==> src/rtl/revgate_pkg.sv <==
package revgate_pkg;

   localparam int unsigned LINES   = 3;
   localparam int unsigned SEL_W   = 3;
   localparam int unsigned NCODES  = 1 << SEL_W;
   localparam int unsigned COST_W  = 3;

   typedef enum logic [SEL_W-1:0] {
      G_DFEYN  = 3'd0,
      G_CSWAP  = 3'd1,
      G_FTU    = 3'd2,
      G_TOFF   = 3'd3,
      G_PERES  = 3'd4,
      G_TRG    = 3'd5,
      G_THRU6  = 3'd6,
      G_THRU7  = 3'd7
   } gate_code_t;

   // Mapping of one gate; v[0]=A, v[1]=B, v[2]=C; result[0]=P
   function automatic logic [LINES-1:0] gate_map(input logic [SEL_W-1:0] code,
                                                 input logic [LINES-1:0] v);
      logic a, b, c;
      logic [LINES-1:0] r;
      a = v[0];
      b = v[1];
      c = v[2];
      unique case (gate_code_t'(code))
         G_DFEYN: r = {a ^ c, a ^ b, a};
         G_CSWAP: r = {(~a & c) ^ (a & b), (~a & b) ^ (a & c), a};
         G_FTU:   r = {(b & c) ^ (a & ~c), (~b & c) ^ (a & ~c), a ^ b};
         G_TOFF:  r = {(a & b) ^ c, b, a};
         G_PERES: r = {(a & b) ^ c, a ^ b, a};
         G_TRG:   r = {(a & ~b) ^ c, a ^ b, a};
         default: r = v;
      endcase
      return r;
   endfunction

   function automatic logic [COST_W-1:0] gate_cost(input logic [SEL_W-1:0] code);
      logic [COST_W-1:0] k;
      unique case (gate_code_t'(code))
         G_DFEYN: k = 3'd2;
         G_CSWAP: k = 3'd5;
         G_FTU:   k = 3'd5;
         G_TOFF:  k = 3'd5;
         G_PERES: k = 3'd4;
         G_TRG:   k = 3'd6;
         default: k = 3'd0;
      endcase
      return k;
   endfunction

   function automatic logic keeps_parity(input logic [SEL_W-1:0] code);
      return (code <= 3'd2) || (code >= 3'd6);
   endfunction

endpackage

==> src/rtl/revgate_core.sv <==
module revgate_core
   import revgate_pkg::*;
#(
   parameter int unsigned N_LINES = LINES,
   parameter int unsigned S_W     = SEL_W
) (
   input  logic [N_LINES-1:0] vin,
   input  logic [S_W-1:0]     sel,
   output logic [N_LINES-1:0] vout
);
   localparam int unsigned NLEGS = 1 << S_W;

   if (N_LINES != LINES) begin : g_bad_lines
      $error("revgate_core: gates are defined on exactly three lines");
   end
   if (S_W != SEL_W) begin : g_bad_sel
      $error("revgate_core: select width must match the package");
   end

   logic [N_LINES-1:0] leg [NLEGS];

   for (genvar g = 0; g < NLEGS; g++) begin : g_leg
      localparam logic [S_W-1:0] CODE = S_W'(g);
      assign leg[g] = gate_map(CODE, vin);
   end

   assign vout = leg[sel];
endmodule

==> src/rtl/revgate_fault.sv <==
module revgate_fault #(
   parameter int unsigned N_LINES = 3,
   parameter int unsigned F_W     = 2
) (
   input  logic [N_LINES-1:0] vin,
   input  logic [F_W-1:0]     fsel,
   output logic [N_LINES-1:0] vout
);
   if ((1 << F_W) < N_LINES + 1) begin : g_bad_fw
      $error("revgate_fault: fault field too narrow for line count");
   end

   logic [N_LINES-1:0] flip;

   for (genvar i = 0; i < N_LINES; i++) begin : g_flip
      assign flip[i] = (fsel == F_W'(i + 1));
   end

   assign vout = vin ^ flip;
endmodule

==> src/rtl/revgate_parity.sv <==
module revgate_parity #(
   parameter int unsigned N_LINES = 3
) (
   input  logic [N_LINES-1:0] vin,
   input  logic [N_LINES-1:0] vout,
   output logic               p_in,
   output logic               p_out,
   output logic               p_err
);
   if (N_LINES < 1) begin : g_bad_n
      $error("revgate_parity: need at least one line");
   end

   assign p_in  = ^vin;
   assign p_out = ^vout;
   assign p_err = p_in ^ p_out;
endmodule

==> src/rtl/revgate_lib.sv <==
module revgate_lib
   import revgate_pkg::*;
#(
   parameter int unsigned FAULT_W = 2
) (
   input  logic [2:0]         in_vec,
   input  logic [2:0]         gate_sel,
   input  logic [FAULT_W-1:0] fault_sel,
   output logic [2:0]         out_vec,
   output logic               par_in,
   output logic               par_out,
   output logic               parity_err,
   output logic [2:0]         qcost
);
   logic [LINES-1:0] mapped;

   revgate_core #(.N_LINES(LINES), .S_W(SEL_W)) u_core (
      .vin  (in_vec),
      .sel  (gate_sel),
      .vout (mapped)
   );

   revgate_fault #(.N_LINES(LINES), .F_W(FAULT_W)) u_fault (
      .vin  (mapped),
      .fsel (fault_sel),
      .vout (out_vec)
   );

   revgate_parity #(.N_LINES(LINES)) u_par (
      .vin   (in_vec),
      .vout  (out_vec),
      .p_in  (par_in),
      .p_out (par_out),
      .p_err (parity_err)
   );

   assign qcost = gate_cost(gate_sel);
endmodule

==> config.mk <==
export PLATFORM = sky130hd
export DESIGN_NAME = revgate_lib
export DESIGN_NICKNAME = d
export VERILOG_FILES = /design/src/rtl/revgate_pkg.sv /design/src/rtl/revgate_core.sv /design/src/rtl/revgate_fault.sv /design/src/rtl/revgate_parity.sv /design/src/rtl/revgate_lib.sv
export SDC_FILE = /design/constraint.sdc
export NUM_CORES = 1
export LEC_CHECK = 0
export BUFFER_PORTS_ARGS = -buffer_cell sky130_fd_sc_hd__buf_2
export CAP_MARGIN = 10
export CORE_AREA = 4 4 41 43
export DETAILED_ROUTE_END_ITERATION = 10
export DIE_AREA = 0 0 45 47
export PLACE_DENSITY_LB_ADDON = 0.05
export SYNTH_ARGS = -nofsm -noshare
export SYNTH_HDL_FRONTEND = slang
export SYNTH_HIERARCHICAL = 1
export SYNTH_SLANG_ARGS = --single-unit
==> constraint.sdc <==
create_clock -name vclk -period 5.16
set_input_delay 1.548 -clock vclk [all_inputs]
set_output_delay 1.548 -clock vclk [all_outputs]
set_load 0.01 [all_outputs]
[Word-level counts from Yosys, hierarchy flattened]
Index checks and enable logic that the tools add are counted.
Word-level totals
  register bits: 0
  input port bits: 8
  output and inout port bits: 9
  word-level logic and storage cells: 39
Cells by class
  order comparisons: 1
  equal/unequal tests: 8
  multiplexer cells: 4
  bitwise logic cells: 22
  reduce and logical (&&, ||, !) cells: 4
Operators with widths (count)
  $pmux W3 S4: 1
  $bmux W3 S3: 1
  $xor A1 B1 Y1: 9
  $and A1 B1 Y1: 8
  $eq A3 B2 Y1 const B: 2
  $eq A3 B3 Y1 const B: 2
  $mux W3: 2
  $reduce_xor A3 Y1: 2
  $eq A2 B2 Y1 const B: 2
  $ge A4 B4 Y1 const B: 1
  $not A3 Y4: 1
  $eq A3 B1 Y1 const B: 1
  $logic_not A3 Y1: 1
  $not A1 Y1: 3
  $reduce_or A3 Y1: 1
  $xor A3 B3 Y3: 1
  $eq A2 B1 Y1 const B: 1

[Longest topological paths before layout]
Gate-level depths: netlist of run 1.
  depth in word-level cells: 9
  depth in mapped cells: 9
  depth with buffers taken out: 9

[Modules after synthesis]
The synthesis of run 1 kept the hierarchy.
Modules (own cells, without submodules)
  revgate_core: instances 1, cells an instance 28, area an instance 210.2 um^2, sequential area each 0.0 um^2
  revgate_parity: instances 1, cells an instance 5, area an instance 75.1 um^2, sequential area each 0.0 um^2
  revgate_fault: instances 1, cells an instance 6, area an instance 42.5 um^2, sequential area each 0.0 um^2
  revgate_lib: instances 1, cells an instance 6, area an instance 30.0 um^2, sequential area each 0.0 um^2

[Worst setup path before layout of run 1]
OpenSTA, ideal clock, no wires.
  path kind: input to output
  start: in in_vec[1]
  end: out parity_err
  data arrival time: 3.212 ns
  required time: 3.612 ns
  setup slack: 0.400 ns
  stages: 9
  path buffers: 0
  cell sequence: inv_1 -> ha_1 -> mux2i_1 -> mux2i_1 -> nand2_1 -> o311a_1 -> xnor2_1 -> xnor2_2 -> xor3_1
On the way
  cells in the longest elaborated chain, start to end: 9
  elaborated cells on any way between the ends: 20
  classes of those cells: 3 x mux; 15 x bitwise; 2 x reduce/logical
RTL lines
  start, declared: RTL line revgate_lib.sv:6  | input logic [2:0] in_vec,
  $not A1 Y1: RTL line revgate_pkg.sv:33  | G_TRG: r = {(a & ~b) ^ c, a ^ b, a};
  $and A1 B1 Y1: RTL line revgate_pkg.sv:33
  $xor A1 B1 Y1: RTL line revgate_pkg.sv:33
  $bmux W3 S3 (*): RTL line revgate_core.sv:27  | assign vout = leg[sel];
  $mux W3 (implied by the code) (*) (2 in series): RTL line revgate_core.sv:27
  via mapped[2]: RTL line revgate_lib.sv:15  | logic [LINES-1:0] mapped;
  $xor A3 B3 Y3 (*): RTL line revgate_fault.sv:19  | assign vout = vin ^ flip;
  via out_vec[2]: RTL line revgate_lib.sv:9  | output logic [2:0] out_vec,
  $reduce_xor A3 Y1 (*): RTL line revgate_parity.sv:15  | assign p_out = ^vout;
  $xor A1 B1 Y1 (*): RTL line revgate_parity.sv:16  | assign p_err = p_in ^ p_out;
  end, declared: RTL line revgate_lib.sv:12  | output logic parity_err,
The timed path passes the listed nets; every way through them passes the cells marked *. The select of a mux whose other input is x is not followed.

[Final worst setup path of run 1]
  start: in in_vec[1]
  end: out parity_err
On the way
  cells in the longest elaborated chain, start to end: 9
  elaborated cells on any way between the ends: 20
  classes of those cells: 3 x mux; 15 x bitwise; 2 x reduce/logical
RTL lines (RTL line)
  $not A1 Y1: revgate_pkg.sv:33
  $and A1 B1 Y1: revgate_pkg.sv:33
  $xor A1 B1 Y1: revgate_pkg.sv:33
  $bmux W3 S3 (*): revgate_core.sv:27
  $mux W3 (implied by the code) (*) (2 in series): revgate_core.sv:27
  via mapped[2]: revgate_lib.sv:15
  $xor A3 B3 Y3 (*): revgate_fault.sv:19
  $reduce_xor A3 Y1 (*): revgate_parity.sv:15
  $xor A1 B1 Y1 (*): revgate_parity.sv:16
Marked as above.

==> impl_metrics.ini, run 1 <==
[timing]
setup_ws_ns = 0.187
slew_viol_final = 0
tightest_slew_ns = 0.288
hold_ws_ns = 3.48
post-route-period-util_pct = 96.4
finalSetupViolCount = 0
hold_violations = 0
tns_ns = 0
grt_setup_unrepaired = false
layout_min_cycle_time_ns = 4.97
fmax_mhz = 201
max_slew_margin_pct = 80.7

[drt]
wl_per_cell_um = 11.4
vias = 353
routed-wl-met3_um = 54
top_layer = met3
met2_length_um = 364
drt-initial-drc-count = 3
drcViolationCount = 0
first_pass_iters = 2
routed_wl_um = 869
ant_nets = 0
avgViaCountPerCell = 4.64
met1_length_um = 451

[clock_tree]
cts_setup_buffers = 0

[final_layout]
final_cell_mix = 17 x buf_2, 6 x nor2_1, 5 x mux2i_1, 4 x a21oi_1, 4 x xnor2_1
drive_gt1_share_pct = 34.4
antenna_cells = 0
nets = 73
synthToLayoutAreaGrowth_pct = 29.7
nClkBuffers = 0
final_common_cell = buf_2
seq_cells = 0
fill_cells = 154
stdcell_area_um2 = 464
seq_area_um2 = 0

[global_routing]
grt_pass1_vias = 301
grt-ovfl-total = 0
grt_max_degree = 13
grt_pass1_wl_um = 1410
antenna_found_initial = 0
grt_usage_pct = 8.52

[place]
hpwl_um = 664
placed_area_um2 = 457
portBuffers = 17
dp_slack_ns = 0.0998
place_congestion = 0.682

[hold_path]
hold_path_class = input port to output pin

[critical_path]
end_kind = output pin
crit_slowest_cell = xor3_1
cp_slowest_stage_delay_ns = 0.33
critPathLaunchType = input port
cp_max_fo = 7
path_buf_inv = 3
critPathArrivalTime_ns = 3.43
criticalPathCategory = input port to output pin
crit_chain = buf_2 > inv_1 > ha_1 > mux2i_1 > mux2i_1 > nand2_1 > o311a_1 > xnor2_2 > xnor2_2 > xor3_1 > buf_2
cp_data_required_time_ns = 3.61
crit_family = XOR/XNOR gates

[floorplanning]
ios = 17
start_util_pct = 27.5
coreArea_um2 = 1300
dieArea_um2 = 2120
die_h_um = 47
num_rows = 13
die-width_um = 45

[status]
status = finished clean

[synth]
yosysSeqAreaShare_pct = 0
synth_area_um2 = 358
ys_warn_count = 6
syn_inst = 45
synth_fp_nets = 55
post_synth.cell_area_avg_um2 = 7.95
yosysUniqueCellTypes = 22

[power_and_ir_drop]
power.leakage_nw = 0.236
power.density_nw_per_um2 = 163
irDropWorstVdd_v = 0.000116

[run]
max_cap_viol_count = 0
-- repair_timing --
| action | in CTS | in global routing |
|---|---|---|
| endpoints found under the hold margin | 0 | 0 |
| endpoints found under the setup margin | 0 | 1 |
| gates resized for setup | 0 | 1 |
| hold buffers | 0 | 0 |
-- metal layers --
metal,global-route usage [%],vias to the layer above
li1,-,193
met1,12.5,147
met2,14.7,13
met3,0.383,0
met4,0,0
met5,0,-
-- Yosys cell counts --
| cell type | n | area, um2 |
|---|---|---|
| nand2b_1 | 3 | 18.8 |
| nand2_1 | 2 | 7.51 |
| o21ai_0 | 1 | 5.00 |
| nor3_1 | 1 | 5.00 |
| nor4bb_1 | 1 | 10.0 |
| o311a_1 | 1 | 10.0 |
| inv_1 | 2 | 7.51 |
| ha_1 | 2 | 25.0 |
| nor2_1 | 6 | 22.5 |
| mux2_4 | 1 | 15.0 |
| xor2_1 | 1 | 8.76 |
| xnor2_2 | 1 | 16.3 |
| a21oi_1 | 4 | 20.0 |
| nor3b_1 | 1 | 7.51 |
| xnor2_1 | 5 | 43.8 |
| buf_2 | 1 | 5.00 |
| a21oi_2 | 1 | 8.76 |
| xnor3_1 | 1 | 22.5 |
| nor2b_1 | 2 | 12.5 |
| a31oi_1 | 2 | 12.5 |
| xor3_1 | 1 | 23.8 |
| mux2i_1 | 5 | 50.1 |
-- layout make-up --
cell class	instances	area (um2)	area share, %
Inverter	2	7.51	1.62
Tap cell	15	18.8	4.04
Timing Repair Buffer	17	85.1	18.3
Multi-Input combinational cell	42	353	76.0
-- metrics by stage --
stage               std cells  power, mW  util (%)
floorplan                  45     0.0500         -
global placement           76     0.0756      35.1
detailed placement         76     0.0756      35.1
CTS                        76     0.0761      35.1
global route               76     0.0843      35.7
finish                     76     0.0759      35.7
-- final timing paths --
check                    from    endpoint  slack (ns)  cells after the start
setup / recovery    in_vec[1]  parity_err        0.19                     11
hold / removal    gate_sel[1]    qcost[1]        3.48                      3
-- kinds of logic after synthesis --
logic type,Yosys count,synth area share [%]
xor+xnor,9,32.2
mux,6,18.2
compound gates,9,15.7
simple gates,16,23.4
fa+ha+maj,2,6.99
buf+inv,3,3.50
-- report_power, final --
part           internal [mW]  leakage (nW)  switching [mW]
sequential                 0             0               0
combinational         0.0396         0.236          0.0363
clock                      0             0               0
-- worst min-delay path, cell delays in order --
cell	delay (ns)
buf_2	0.19
nor2_1	0.07
buf_2	0.13
Power figures use the tool's default switching activity.
==> inputs of run 2 (changes only) <==
--- a/config.mk
+++ b/config.mk
@@ -5,11 +5,13 @@
 export SDC_FILE = /design/constraint.sdc
 export NUM_CORES = 1
 export LEC_CHECK = 0
+export ABC_AREA = 1
 export BUFFER_PORTS_ARGS = -buffer_cell sky130_fd_sc_hd__buf_2
 export CAP_MARGIN = 10
 export CORE_AREA = 4 4 41 43
 export DETAILED_ROUTE_END_ITERATION = 10
 export DIE_AREA = 0 0 45 47
+export GPL_ROUTABILITY_DRIVEN = 0
 export PLACE_DENSITY_LB_ADDON = 0.05
 export SYNTH_ARGS = -nofsm -noshare
 export SYNTH_HDL_FRONTEND = slang
==> impl_metrics.ini, run 2 <==
[status]
status = finished clean

[synth]
synth-xor-area-share_pct = 0
synth_largest_area_cell = nand2_1
netlist_top_cells_area = nand2_1 42%, inv_1 13%, nand3_1 11%, nand2_2 8.6%, nor2_1 6.6%
yosysMostFrequentCell = nand2_1
synth_commonest_cells = 57 x nand2_1, 18 x inv_1, 11 x nand3_1
ys_warn_count = 6
synth_top_area_share_pct = 41.8
synth_area_um2 = 512
synth-simple-area-share_pct = 68.9
synthMuxAreaShare_pct = 0
synth_top_family_by_area = simple AND/OR/NAND/NOR gates
post_synth.cell_area_avg_um2 = 4.41
syn_inst = 116
synth_fp_nets = 126
yosysUniqueCellTypes = 15
synth_compound_area_share_pct = 8.07
yosysSeqAreaShare_pct = 0
synth_adder_area_share_pct = 4.89

[place]
portBuffers = 17
hpwl_um = 969
placed_area_um2 = 604

[global_routing]
grt_pass1_vias = 515
grt-ovfl-total = 0
antenna_found_initial = 0
grt_usage_pct = 11.8
grt_max_degree = 12
grt_pass1_wl_um = 2040

[timing]
slew_viol_final = 0
grt_setup_unrepaired = false
finalSetupViolCount = 0
post-route-period-util_pct = 93.2
tightest_slew_ns = 0.222
max_slew_margin_pct = 85.2
fmax_mhz = 208
hold_violations = 0
layout_min_cycle_time_ns = 4.81
hold_ws_ns = 3.45
tns_ns = 0

[final_layout]
nets = 144
final_common_cell = nand2_1
antenna_cells = 0
fill_cells = 154
seq_cells = 0
nClkBuffers = 0
seq_area_um2 = 0
drive_gt1_share_pct = 21.2
stdcell_area_um2 = 604
synthToLayoutAreaGrowth_pct = 18.1
final_cell_mix = 57 x nand2_1, 18 x inv_1, 17 x buf_2, 11 x nand3_1, 9 x nor2_1

[clock_tree]
cts_resized = 0
cts_hold_buffers = 0
cts_setup_buffers = 0

[drt]
first_pass_iters = 4
routed_wl_um = 1160
ant_nets = 0
vias = 659
drt-initial-drc-count = 11
wl_per_cell_um = 7.90
drcViolationCount = 0
avgViaCountPerCell = 4.48

[hold_path]
min_path_cells = 4
hold_path_class = input port to output pin
worstHoldStart = gate_sel[2]
min_to = qcost[2]

[floorplanning]
coreArea_um2 = 1300
die_h_um = 47
die-width_um = 45
start_util_pct = 39.3
ios = 17
dieArea_um2 = 2120
num_rows = 13

[critical_path]
critPathArrivalTime_ns = 3.26
criticalPathCategory = input port to output pin
end_kind = output pin
critPathLaunchType = input port
cp_max_fo = 8
cp_data_required_time_ns = 3.61

[run]
max_cap_viol_count = 0

[power_and_ir_drop]
power.density_nw_per_um2 = 110
power.leakage_nw = 0.427
irDropWorstVdd_v = 0.0000416
fin_total_pwr_mw = 0.0665
[run 2: critical path, cell delays in order]
cell and delay [ns]:
buf_2 0.17, inv_1 0.07, ha_1 0.29, or2_1 0.24, nand2_1 0.07, nand2_1 0.05
nand3_1 0.10, inv_1 0.05, nand3_1 0.07, nand2_1 0.09, inv_1 0.09, nand2_2 0.05
nand2_1 0.05, nand2_1 0.05, nand2_2 0.06, nand2_1 0.04, nand2_1 0.05, buf_2 0.12
[run 2: worst max-delay path by stage]
stage	from	to	slack (ns)	depth (start not counted)
after CTS	in_vec[1]	parity_err	0.33	18
after floorplan	in_vec[1]	parity_err	0.62	16
after global placement	in_vec[1]	parity_err	0.37	18
final	in_vec[1]	parity_err	0.35	18
after detailed placement	in_vec[1]	parity_err	0.33	18
after global routing	in_vec[1]	parity_err	0.12	18
[run 2: final cells by class]
type                       instances  area, um2  area share, %
multi-input combinational         94        419           69.4
timing repair buffer              17       85.1           14.1
tap                               15       18.8           3.11
inverter                          21       81.3           13.5
[run 2: cells by family (layout without fill, tap and decap cells)]
logic type      after synthesis  count (layout)
buf+inv                      22              38
simple gates                 85              85
fa+ha+maj                     2               2
compound gates                7               7
[run 2: power by group]
part | internal [mW] | switching [mW]
combinational | 0.0248 | 0.0416
clock | 0 | 0
sequential | 0 | 0
total | 0.0248 | 0.0416
[run 2: per-stage QoR]
stage | worst slack [ns] | instances | util, %
2_1_floorplan | 0.624 | 116 | -
3_3_place_gp | 0.366 | 147 | 46.4
3_5_place_dp | 0.333 | 147 | 46.4
4_1_cts | 0.329 | 147 | 46.4
5_1_grt | 0.121 | 147 | 46.4
6_report | 0.351 | 147 | 46.4
[run 2: metal layers]
metal  global-route usage [%]  routed length [um]
met3                        0                  49
met2                     20.1                 499
met5                        0                   0
met1                     17.8                 613
met4                        0                   0
